**src/rtl/adc_seq_pkg.sv**
```systemverilog
package adc_seq_pkg;
  localparam int ADC_CHANS = 4;
  localparam int ADC_DW    = 8;
  localparam int ADC_CH_W  = $clog2(ADC_CHANS);

  // Strobes from the control FSM to the datapath
  typedef struct packed {
    logic                wrRes;
    logic [ADC_CH_W-1:0] resIdx;
    logic                setFlag;
  } seqStrobe_t;
endpackage

```
**src/rtl/adc_seq_ctrl.sv**
```systemverilog
module adc_seq_ctrl
  import adc_seq_pkg::*;
#(
  parameter int NCH  = ADC_CHANS,
  localparam int CHW = $clog2(NCH)
) (
  input  logic            clk,
  input  logic            rstN,
  input  logic            ctrlWr,
  input  logic [1:0]      ctrlMode,
  input  logic [CHW-1:0]  ctrlFixCh,
  input  logic [NCH-1:0]  ctrlMask,
  input  logic            ctrlRun,
  input  logic            convDone,
  output logic            convStart,
  output logic [CHW-1:0]  convCh,
  output logic            busy,
  output seqStrobe_t      strobe
);
  typedef enum logic [1:0] {S_IDLE, S_ISSUE, S_WAIT} state_t;

  state_t         state;
  logic           runQ;
  logic [1:0]     modeQ;
  logic [NCH-1:0] maskQ;
  logic [CHW-1:0] curCh;

  function automatic logic [CHW-1:0] lowestSel(input logic [NCH-1:0] m);
    logic [CHW-1:0] r;
    r = '0;
    for (int i = NCH - 1; i >= 0; i--) if (m[i]) r = CHW'(i);
    return r;
  endfunction

  function automatic logic anyAbove(input logic [NCH-1:0] m, input logic [CHW-1:0] c);
    logic f;
    f = 1'b0;
    for (int i = 0; i < NCH; i++) if (m[i] && (i > int'(c))) f = 1'b1;
    return f;
  endfunction

  function automatic logic [CHW-1:0] nextSel(input logic [NCH-1:0] m, input logic [CHW-1:0] c);
    logic [CHW-1:0] r;
    r = c;
    for (int i = NCH - 1; i >= 0; i--) if (m[i] && (i > int'(c))) r = CHW'(i);
    return r;
  endfunction

  logic [NCH-1:0] startMask;
  logic           lastOfPass;
  logic           runNow;

  always_comb begin
    startMask  = ctrlMode[1] ? ctrlMask : (NCH'(1) << ctrlFixCh);
    lastOfPass = !anyAbove(maskQ, curCh);
    runNow     = ctrlWr ? ctrlRun : runQ;
  end

  always_ff @(posedge clk or negedge rstN) begin
    if (!rstN) begin
      state <= S_IDLE;
      runQ  <= 1'b0;
      modeQ <= '0;
      maskQ <= '0;
      curCh <= '0;
    end else begin
      unique case (state)
        S_IDLE: begin
          if (ctrlWr) begin
            modeQ <= ctrlMode;
            maskQ <= startMask;
            runQ  <= ctrlRun && (startMask != '0);
            if (ctrlRun && (startMask != '0)) begin
              curCh <= lowestSel(startMask);
              state <= S_ISSUE;
            end
          end
        end
        S_ISSUE: begin
          if (ctrlWr) runQ <= ctrlRun;
          state <= S_WAIT;
        end
        S_WAIT: begin
          if (ctrlWr) runQ <= ctrlRun;
          if (convDone) begin
            if (!runNow) begin
              state <= S_IDLE;
            end else if (!lastOfPass) begin
              curCh <= nextSel(maskQ, curCh);
              state <= S_ISSUE;
            end else if (modeQ[0]) begin
              curCh <= lowestSel(maskQ);
              state <= S_ISSUE;
            end else begin
              runQ  <= 1'b0;
              state <= S_IDLE;
            end
          end
        end
        default: state <= S_IDLE;
      endcase
    end
  end

  always_comb begin
    convStart      = (state == S_ISSUE);
    convCh         = curCh;
    busy           = (state != S_IDLE);
    strobe.wrRes   = (state == S_WAIT) && convDone;
    strobe.resIdx  = curCh;
    strobe.setFlag = (state == S_WAIT) && convDone && lastOfPass;
  end
endmodule

```
**src/rtl/adc_seq_dpath.sv**
```systemverilog
module adc_seq_dpath
  import adc_seq_pkg::*;
#(
  parameter int NCH = ADC_CHANS,
  parameter int DW  = ADC_DW
) (
  input  logic            clk,
  input  logic            rstN,
  input  seqStrobe_t      strobe,
  input  logic [DW-1:0]   convData,
  input  logic            ctrlWr,
  input  logic            ctrlIrqEn,
  input  logic            irqClr,
  input  logic            dacEn,
  input  logic            dacWr,
  input  logic [DW-1:0]   dacData,
  output logic [NCH*DW-1:0] results,
  output logic            irqFlag,
  output logic            irq,
  output logic [DW-1:0]   dacOut
);
  localparam int DAC_CH = NCH - 1;

  logic [DW-1:0] resQ [NCH];
  logic          irqEnQ;

  for (genvar c = 0; c < NCH; c++) begin : g_res
    if (c == DAC_CH) begin : g_dac
      always_ff @(posedge clk or negedge rstN) begin
        if (!rstN) resQ[c] <= '0;
        else if (dacWr) resQ[c] <= dacData;
        else if (strobe.wrRes && (int'(strobe.resIdx) == c)) resQ[c] <= convData;
      end
    end else begin : g_plain
      always_ff @(posedge clk or negedge rstN) begin
        if (!rstN) resQ[c] <= '0;
        else if (strobe.wrRes && (int'(strobe.resIdx) == c)) resQ[c] <= convData;
      end
    end
    assign results[c*DW +: DW] = resQ[c];
  end

  always_ff @(posedge clk or negedge rstN) begin
    if (!rstN) begin
      irqFlag <= 1'b0;
      irqEnQ  <= 1'b0;
    end else begin
      if (ctrlWr) irqEnQ <= ctrlIrqEn;
      if (strobe.setFlag) irqFlag <= 1'b1;
      else if (irqClr) irqFlag <= 1'b0;
    end
  end

  always_comb begin
    irq    = irqFlag && irqEnQ;
    dacOut = dacEn ? resQ[DAC_CH] : '0;
  end
endmodule

```
**src/rtl/adc_scan_seq.sv**
```systemverilog
module adc_scan_seq
  import adc_seq_pkg::*;
#(
  parameter int NCH  = ADC_CHANS,
  parameter int DW   = ADC_DW,
  localparam int CHW = $clog2(NCH)
) (
  input  logic              clk,
  input  logic              rstN,
  input  logic              ctrlWr,
  input  logic [1:0]        ctrlMode,
  input  logic [CHW-1:0]    ctrlFixCh,
  input  logic [NCH-1:0]    ctrlMask,
  input  logic              ctrlRun,
  input  logic              ctrlIrqEn,
  input  logic              irqClr,
  input  logic              dacEn,
  input  logic              dacWr,
  input  logic [DW-1:0]     dacData,
  output logic              convStart,
  output logic [CHW-1:0]    convCh,
  input  logic              convDone,
  input  logic [DW-1:0]     convData,
  output logic [NCH*DW-1:0] results,
  output logic              busy,
  output logic              irqFlag,
  output logic              irq,
  output logic [DW-1:0]     dacOut
);
  seqStrobe_t strobe;

  adc_seq_ctrl #(.NCH(NCH)) ctrl_i (
    .clk(clk), .rstN(rstN), .ctrlWr(ctrlWr), .ctrlMode(ctrlMode),
    .ctrlFixCh(ctrlFixCh), .ctrlMask(ctrlMask), .ctrlRun(ctrlRun),
    .convDone(convDone), .convStart(convStart), .convCh(convCh),
    .busy(busy), .strobe(strobe)
  );

  adc_seq_dpath #(.NCH(NCH), .DW(DW)) dpath_i (
    .clk(clk), .rstN(rstN), .strobe(strobe), .convData(convData),
    .ctrlWr(ctrlWr), .ctrlIrqEn(ctrlIrqEn), .irqClr(irqClr),
    .dacEn(dacEn), .dacWr(dacWr), .dacData(dacData),
    .results(results), .irqFlag(irqFlag), .irq(irq), .dacOut(dacOut)
  );
endmodule

```
**config.mk**
```make
export PLATFORM = sky130hd
export DESIGN_NAME = adc_scan_seq
export DESIGN_NICKNAME = d
export VERILOG_FILES = /design/src/rtl/adc_seq_pkg.sv /design/src/rtl/adc_seq_ctrl.sv /design/src/rtl/adc_seq_dpath.sv /design/src/rtl/adc_scan_seq.sv
export SDC_FILE = /design/constraint.sdc
export NUM_CORES = 1
export LEC_CHECK = 0
export BUFFER_PORTS_ARGS = -buffer_cell sky130_fd_sc_hd__buf_4
export CAP_MARGIN = 20
export CORE_MARGIN = 5
export CORE_UTILIZATION = 51
export CTS_BUF_LIST = sky130_fd_sc_hd__clkbuf_2
export CTS_CLUSTER_DIAMETER = 50
export CTS_CLUSTER_SIZE = 10
export DETAILED_ROUTE_END_ITERATION = 8
export PLACE_DENSITY = 0.82
export SYNTH_ARGS = -nofsm -noshare
export SYNTH_HDL_FRONTEND = slang
export SYNTH_SLANG_ARGS = --single-unit
```
**constraint.sdc**
```tcl
create_clock -name clk -period 1.9 [get_ports clk]
set_input_delay 0.095 -clock clk [delete_from_list [all_inputs] [get_ports clk]]
set_output_delay 0.095 -clock clk [all_outputs]
set_load 0.02 [all_outputs]
```
Word level (Yosys, flattened, before mapping):

Index checks and enable logic that the tools add are counted.

* bits of input ports: 33
* bits in registers: 44

* multiplexer cells: 41
* order comparisons: 3
* reductions and logical operators: 24
* shift-type cells: 1
* eq/ne operators: 11

Operator list (count)
* 2-to-1 mux 2 bit: 22
* 2-to-1 mux 8 bit: 3
* 2-to-1 mux 1 bit: 12
* logical AND 1 bit: 11
* nonzero test 2 bit: 4
* AND reduction 7 bit: 1
* == test 2 bit, second input constant: 3
* one-hot mux 2 bit (3 select lines): 1
* inequality test 5 x 4 -> 1 bit, second input constant: 1
* == test 2 x 1 -> 1 bit, second input constant: 2
* greater-than comparator 2 bit, first input constant: 2
* logical NOT 2 bit: 2
* 2-to-1 mux 4 bit: 1
* inequality test 2 x 1 -> 1 bit, second input constant: 2
* inequality test 2 bit, second input constant: 2
* one-hot mux 2 bit (2 select lines): 1
* AND reduction 2 bit: 2
* nonzero test 4 bit: 1
* left shift 1 x 2 -> 4 bit, first input constant: 1
* inequality test 3 x 1 -> 1 bit, second input constant: 1
* one-hot mux 1 bit (3 select lines): 1
* AND reduction 3 bit: 1
* nonzero test 3 bit: 1
* greater-than comparator 1 x 2 -> 1 bit, first input constant: 1
* logical NOT 1 bit: 1

Longest topological paths before layout:

* word-level depth: 9
* depth in mapped cells: 6
* mapped depth without buffers: 6

By module:

Synthesis repeated with hierarchy kept, for this count alone.

* cells, all modules: 201
* area total of the unflattened synthesis: 2202.1 sq um

By module, submodules not included
* adc_seq_dpath: cells an instance 109, seq. area each 850.8 sq um, area an instance 1422.6 sq um, times used 1
* adc_seq_ctrl: cells an instance 92, seq. area each 250.2 sq um, area an instance 779.5 sq um, times used 1

Worst setup path after synthesis:

No wires, ideal clock.

* path type: flip-flop to flip-flop
* start: register ctrl_i.state[0]
* end: register ctrl_i.curCh[0] (netlist: ctrl_i.convCh[0])
* setup slack: 0.149 ns
* required time: 1.775 ns
* stages on the path, launching flop included: 7
* period minus slack after synthesis: 1.751 ns
* buffers on the path: 0
* arrival: 1.626 ns
* setup time: 0.125 ns
* path through: dfrtp_1 -> inv_1 -> ha_1 -> inv_1 -> o21ai_0 -> a211oi_2 -> mux2_2

* longest elaborated chain between the ends: 3
* elaborated cells on any way between the ends: 11

RTL lines
* start: declaration: line adc_seq_ctrl.sv:22 `state_t state;`
* start signal: assignment: line adc_seq_ctrl.sv:61 `state <= S_IDLE;`
* start signal: assignment: line adc_seq_ctrl.sv:75 `state <= S_ISSUE;`
* start signal: assignment: line adc_seq_ctrl.sv:81 `state <= S_WAIT;`
* == test 2 bit / logical NOT 2 bit (equally long branches): line adc_seq_ctrl.sv:67 `unique case (state)`
* inequality test 5 x 4 -> 1 bit (no line) (tied with other cells)
* AND reduction 7 bit (no line)
* end signal: assignment: line adc_seq_ctrl.sv:74 `curCh <= lowestSel(startMask);`
* end signal: assignment: line adc_seq_ctrl.sv:89 `curCh <= nextSel(maskQ, curCh);`
* end signal: assignment: line adc_seq_ctrl.sv:92 `curCh <= lowestSel(maskQ);`
* end: declaration: line adc_seq_ctrl.sv:26 `logic [CHW-1:0] curCh;`

Several ways; a longest one is shown, not always the timed one.
A chain may end at the register's enable or synchronous reset.

Final worst setup path:

* start: register ctrl_i.curCh[1] (netlist: ctrl_i.convCh[1])
* end: register ctrl_i.curCh[0] (netlist: ctrl_i.convCh[0])

* longest elaborated chain between the ends: 9
* elaborated cells on any way between the ends: 18

RTL lines
* greater-than comparator 1 x 2 -> 1 bit: line adc_seq_ctrl.sv:38, adc_seq_ctrl.sv:45
* logical AND 1 bit: line adc_seq_ctrl.sv:38, adc_seq_ctrl.sv:45
* 2-to-1 mux 1 bit (3 in a row): line adc_seq_ctrl.sv:38 `for (int i = 0; i < NCH; i++) if (m[i] && (i > int'(c))) f = 1'b1;`
* 2-to-1 mux 2 bit: line adc_seq_ctrl.sv:88 `end else if (!lastOfPass) begin`
* 2-to-1 mux 2 bit: line adc_seq_ctrl.sv:86 `if (!runNow) begin`
* 2-to-1 mux 2 bit: line adc_seq_ctrl.sv:85 `if (convDone) begin`
* one-hot mux 2 bit (2 select lines): line adc_seq_ctrl.sv:67

Several ways; a longest one is shown, not always the timed one. The select of a mux whose other input is x is not followed.

==> results.cfg <==
[global_routing]
antenna_found_initial = 0
grt_max_degree = 45
track_usage = 0.253
grt_pass1_wl_mm = 10.6
grt_pass1_vias = 2130
gr-total-overflow = 0

[critical_path]
start_kind = register
ff2ff_path_depth = 5
worstPathMaxFanout = 7
critPathCaptureType = register
r2r-end = ctrl_i.convCh[0]
rrSetupSlack_ns = 0.1
path_class = reg2reg
rr_startpoint = ctrl_i.convCh[1]
worst_ep_arrival_time_ns = 2.11
worstPathRequired_ns = 2.21

[sta]
finClkSkew_ns = 0.0262
setup_viol = 0
finalCritPeriodShare = 0.948
hold_viol = 0
post-route-min-period_ns = 1.80
maxSlewHeadroom = 0.631
fin_tns_setup_ns = 0
worst_hold_slack_ns = 0.0206
tightest_slew_ns = 0.554
maxSlewViolCount = 0
rsz0062_at_grt = false
fmax_mhz = 555

[detailed_routing]
viasPerCell = 5.36
dr_total_vias = 1973
wire_per_inst_um = 18.1
drt-total-wl_mm = 6.66
first_pass_iters = 4
drc_errors = 0
drtIter0Drc = 139
ant_nets = 0

[cells_and_area]
syn2layout_area_growth_pct = 52.6
nets = 355
n_antenna_cell = 0
fin_util = 0.813
final_cells = 368
drive_gt1_frac = 0.415

[floorplan]
initial_core_util = 0.533
ios = 79
die-height_um = 75.1
rows = 23
die_area_um2 = 5640
die-width_um = 75.1
core_area_um2 = 4060

[yosys]
synth.distinct_cells = 37
synth_top_area_frac = 0.509
synth_area_leaders = dfrtp_1 51%, mux2_2 15%, mux2i_1 4.2%
yosysMostFrequentCell = dfrtp_1
ys_top_cells_by_count = 44 x dfrtp_1, 28 x mux2_2, 14 x nor2_1, 13 x a21oi_1
synth_ff_type = dfrtp_1
synth_enable_flop_cells = 0
synth_cells = 192
synth_fp_nets = 229
async_flop_share = 1.00
syn_area_um2 = 2160
synth_top_cell_by_area = dfrtp_1
ys_ff_latch = 44
synth-seq-area-share = 0.509
synth_area_per_cell_um2 = 11.3
ys_warn_count = 0

[cts]
cts_root_buf = clkbuf_2
cts_tree = yes
clk_latency_ns = 0.42
htreeDepth = 2
cts_buffers = 5
clkTransAtPathRegs_ns = 0.22
cts_sinks = 44
clk_path_buf_depth = 2

[placement]
dp_hpwl_mm = 4.13
dpl.cell_count = 324
io_buffers = 78
gp_congestion = 0.869

[power]
comb_power_share = 0.510
pwr-share-seq = 0.348
leakagePower_nw = 1.64
irDropWorstVdd_mv = 0.936
p_sw_mw = 1.81
internal_power_mw = 2.81
cellPowerDensity_nw_per_um2 = 1400
swShare = 0.392
p_clk_frac = 0.141

[min_path]
min-delay-start = ctrlFixCh[0]
hold_depth = 4
hold-path-endpoint = ctrl_i.maskQ[0]
min_path_type = in2reg

[job]
drv_cap = 0

[status]
status = finished clean
-- power by group through the flow --
stage                     sequential [mW]  clock (mW)  combinational [mW]
after detailed placement             1.61           0                2.20
after floorplan                      1.87           0                1.06
after CTS                            1.59       0.659                2.28
after global placement               1.59           0                2.15
final                                1.61       0.653                2.36
after global routing                 1.66       0.697                2.54
-- layout by cell type (no fill, tap or decap), types with 2 or more instances in the layout --
cell type / Yosys / final
a21oi_1: 13 / 13
a22oi_1: 2 / 2
and2_1: 10 / 10
buf_4: 2 / 91
bufinv_16: 0 / 2
clkbuf_2: 0 / 5
dfrtp_1: 44 / 43
dlygate4sd3_1: 0 / 35
ha_1: 4 / 4
inv_1: 12 / 12
mux2_2: 28 / 28
mux2i_1: 9 / 9
nand2_1: 11 / 11
nand3_1: 3 / 3
nor2_1: 14 / 14
nor3b_1: 2 / 2
o21ai_0: 12 / 11
o22ai_1: 2 / 2
-- worst max path at each step --
stage,start,endpoint,slack [ns],cells past startpoint
final,ctrl_i.convCh[1],ctrl_i.convCh[0],0.1,5
after global routing,ctrl_i.maskQ[3],ctrl_i.convCh[0],0.02,5
after CTS,ctrl_i.convCh[1],ctrl_i.convCh[0],0.07,5
after detailed placement,ctrl_i.convCh[1],ctrl_i.convCh[0],0.10,5
after global placement,ctrl_i.convCh[1],ctrl_i.convCh[0],0.18,5
after floorplan,ctrl_i.state[0],ctrl_i.convCh[0],0.15,6
-- layout make-up --
cell class                      count  area [um2]
Sequential cell                    44        1100
Timing Repair Buffer              126        1030
Multi-Input combinational cell    129         971
Fill cell                         232         758
Tap cell                           50        62.6
Clock inverter                      2        60.1
Inverter                           12        45.0
Clock buffer                        5        25.0
-- state kept, by name, summed over array words and instances (netlist names) --
register and cells:
ctrl_i.convCh 2, ctrl_i.runQ 1, ctrl_i.state 2, ctrl_i.maskQ 4, dpath_i.irqFlag 1, dpath_i.results 32
ctrl_i.modeQ 1, dpath_i.irqEnQ 1
-- stage by stage --
step | instance area [um2] | setup WS, ns | power (mW)
2_1_floorplan | 2160 | 0.150 | 2.93
3_3_place_gp | 2850 | 0.179 | 3.74
3_5_place_dp | 2850 | 0.103 | 3.81
4_1_cts | 3280 | 0.0657 | 4.53
5_1_grt | 3300 | 0.0181 | 4.89
6_report | 3300 | 0.0984 | 4.62
-- worst max-delay path: stages (launching register included) --
cell and delay [ns]:
dfrtp_2 0.51, and2_1 0.19, a221oi_4 0.27, o21ai_2 0.11, a211oi_2 0.26, mux2_2 0.36
-- per-layer routing --
metal	wire length, um	GRT usage
met3	422	0.0654
met4	158	0.105
met2	3510	0.441
met5	0	0
met1	2570	0.295
-- repair_timing --
item,in CTS,in global routing
hold endpoints to repair,84,0
buffers inserted,0,2
gates resized for setup,0,2
endpoints found under the setup margin,0,3
hold buffers,35,0
-- cell families after synthesis --
logic type	after synthesis	synth area share
multiplexers	38	0.193
AO/OA/AOI/OAI	38	0.116
adder cells (fa/ha/maj)	4	0.0231
flip-flops	44	0.509
AND/OR/NAND/NOR	49	0.117
buffers and inverters	19	0.0417
(Power assumes the default switching activity.)
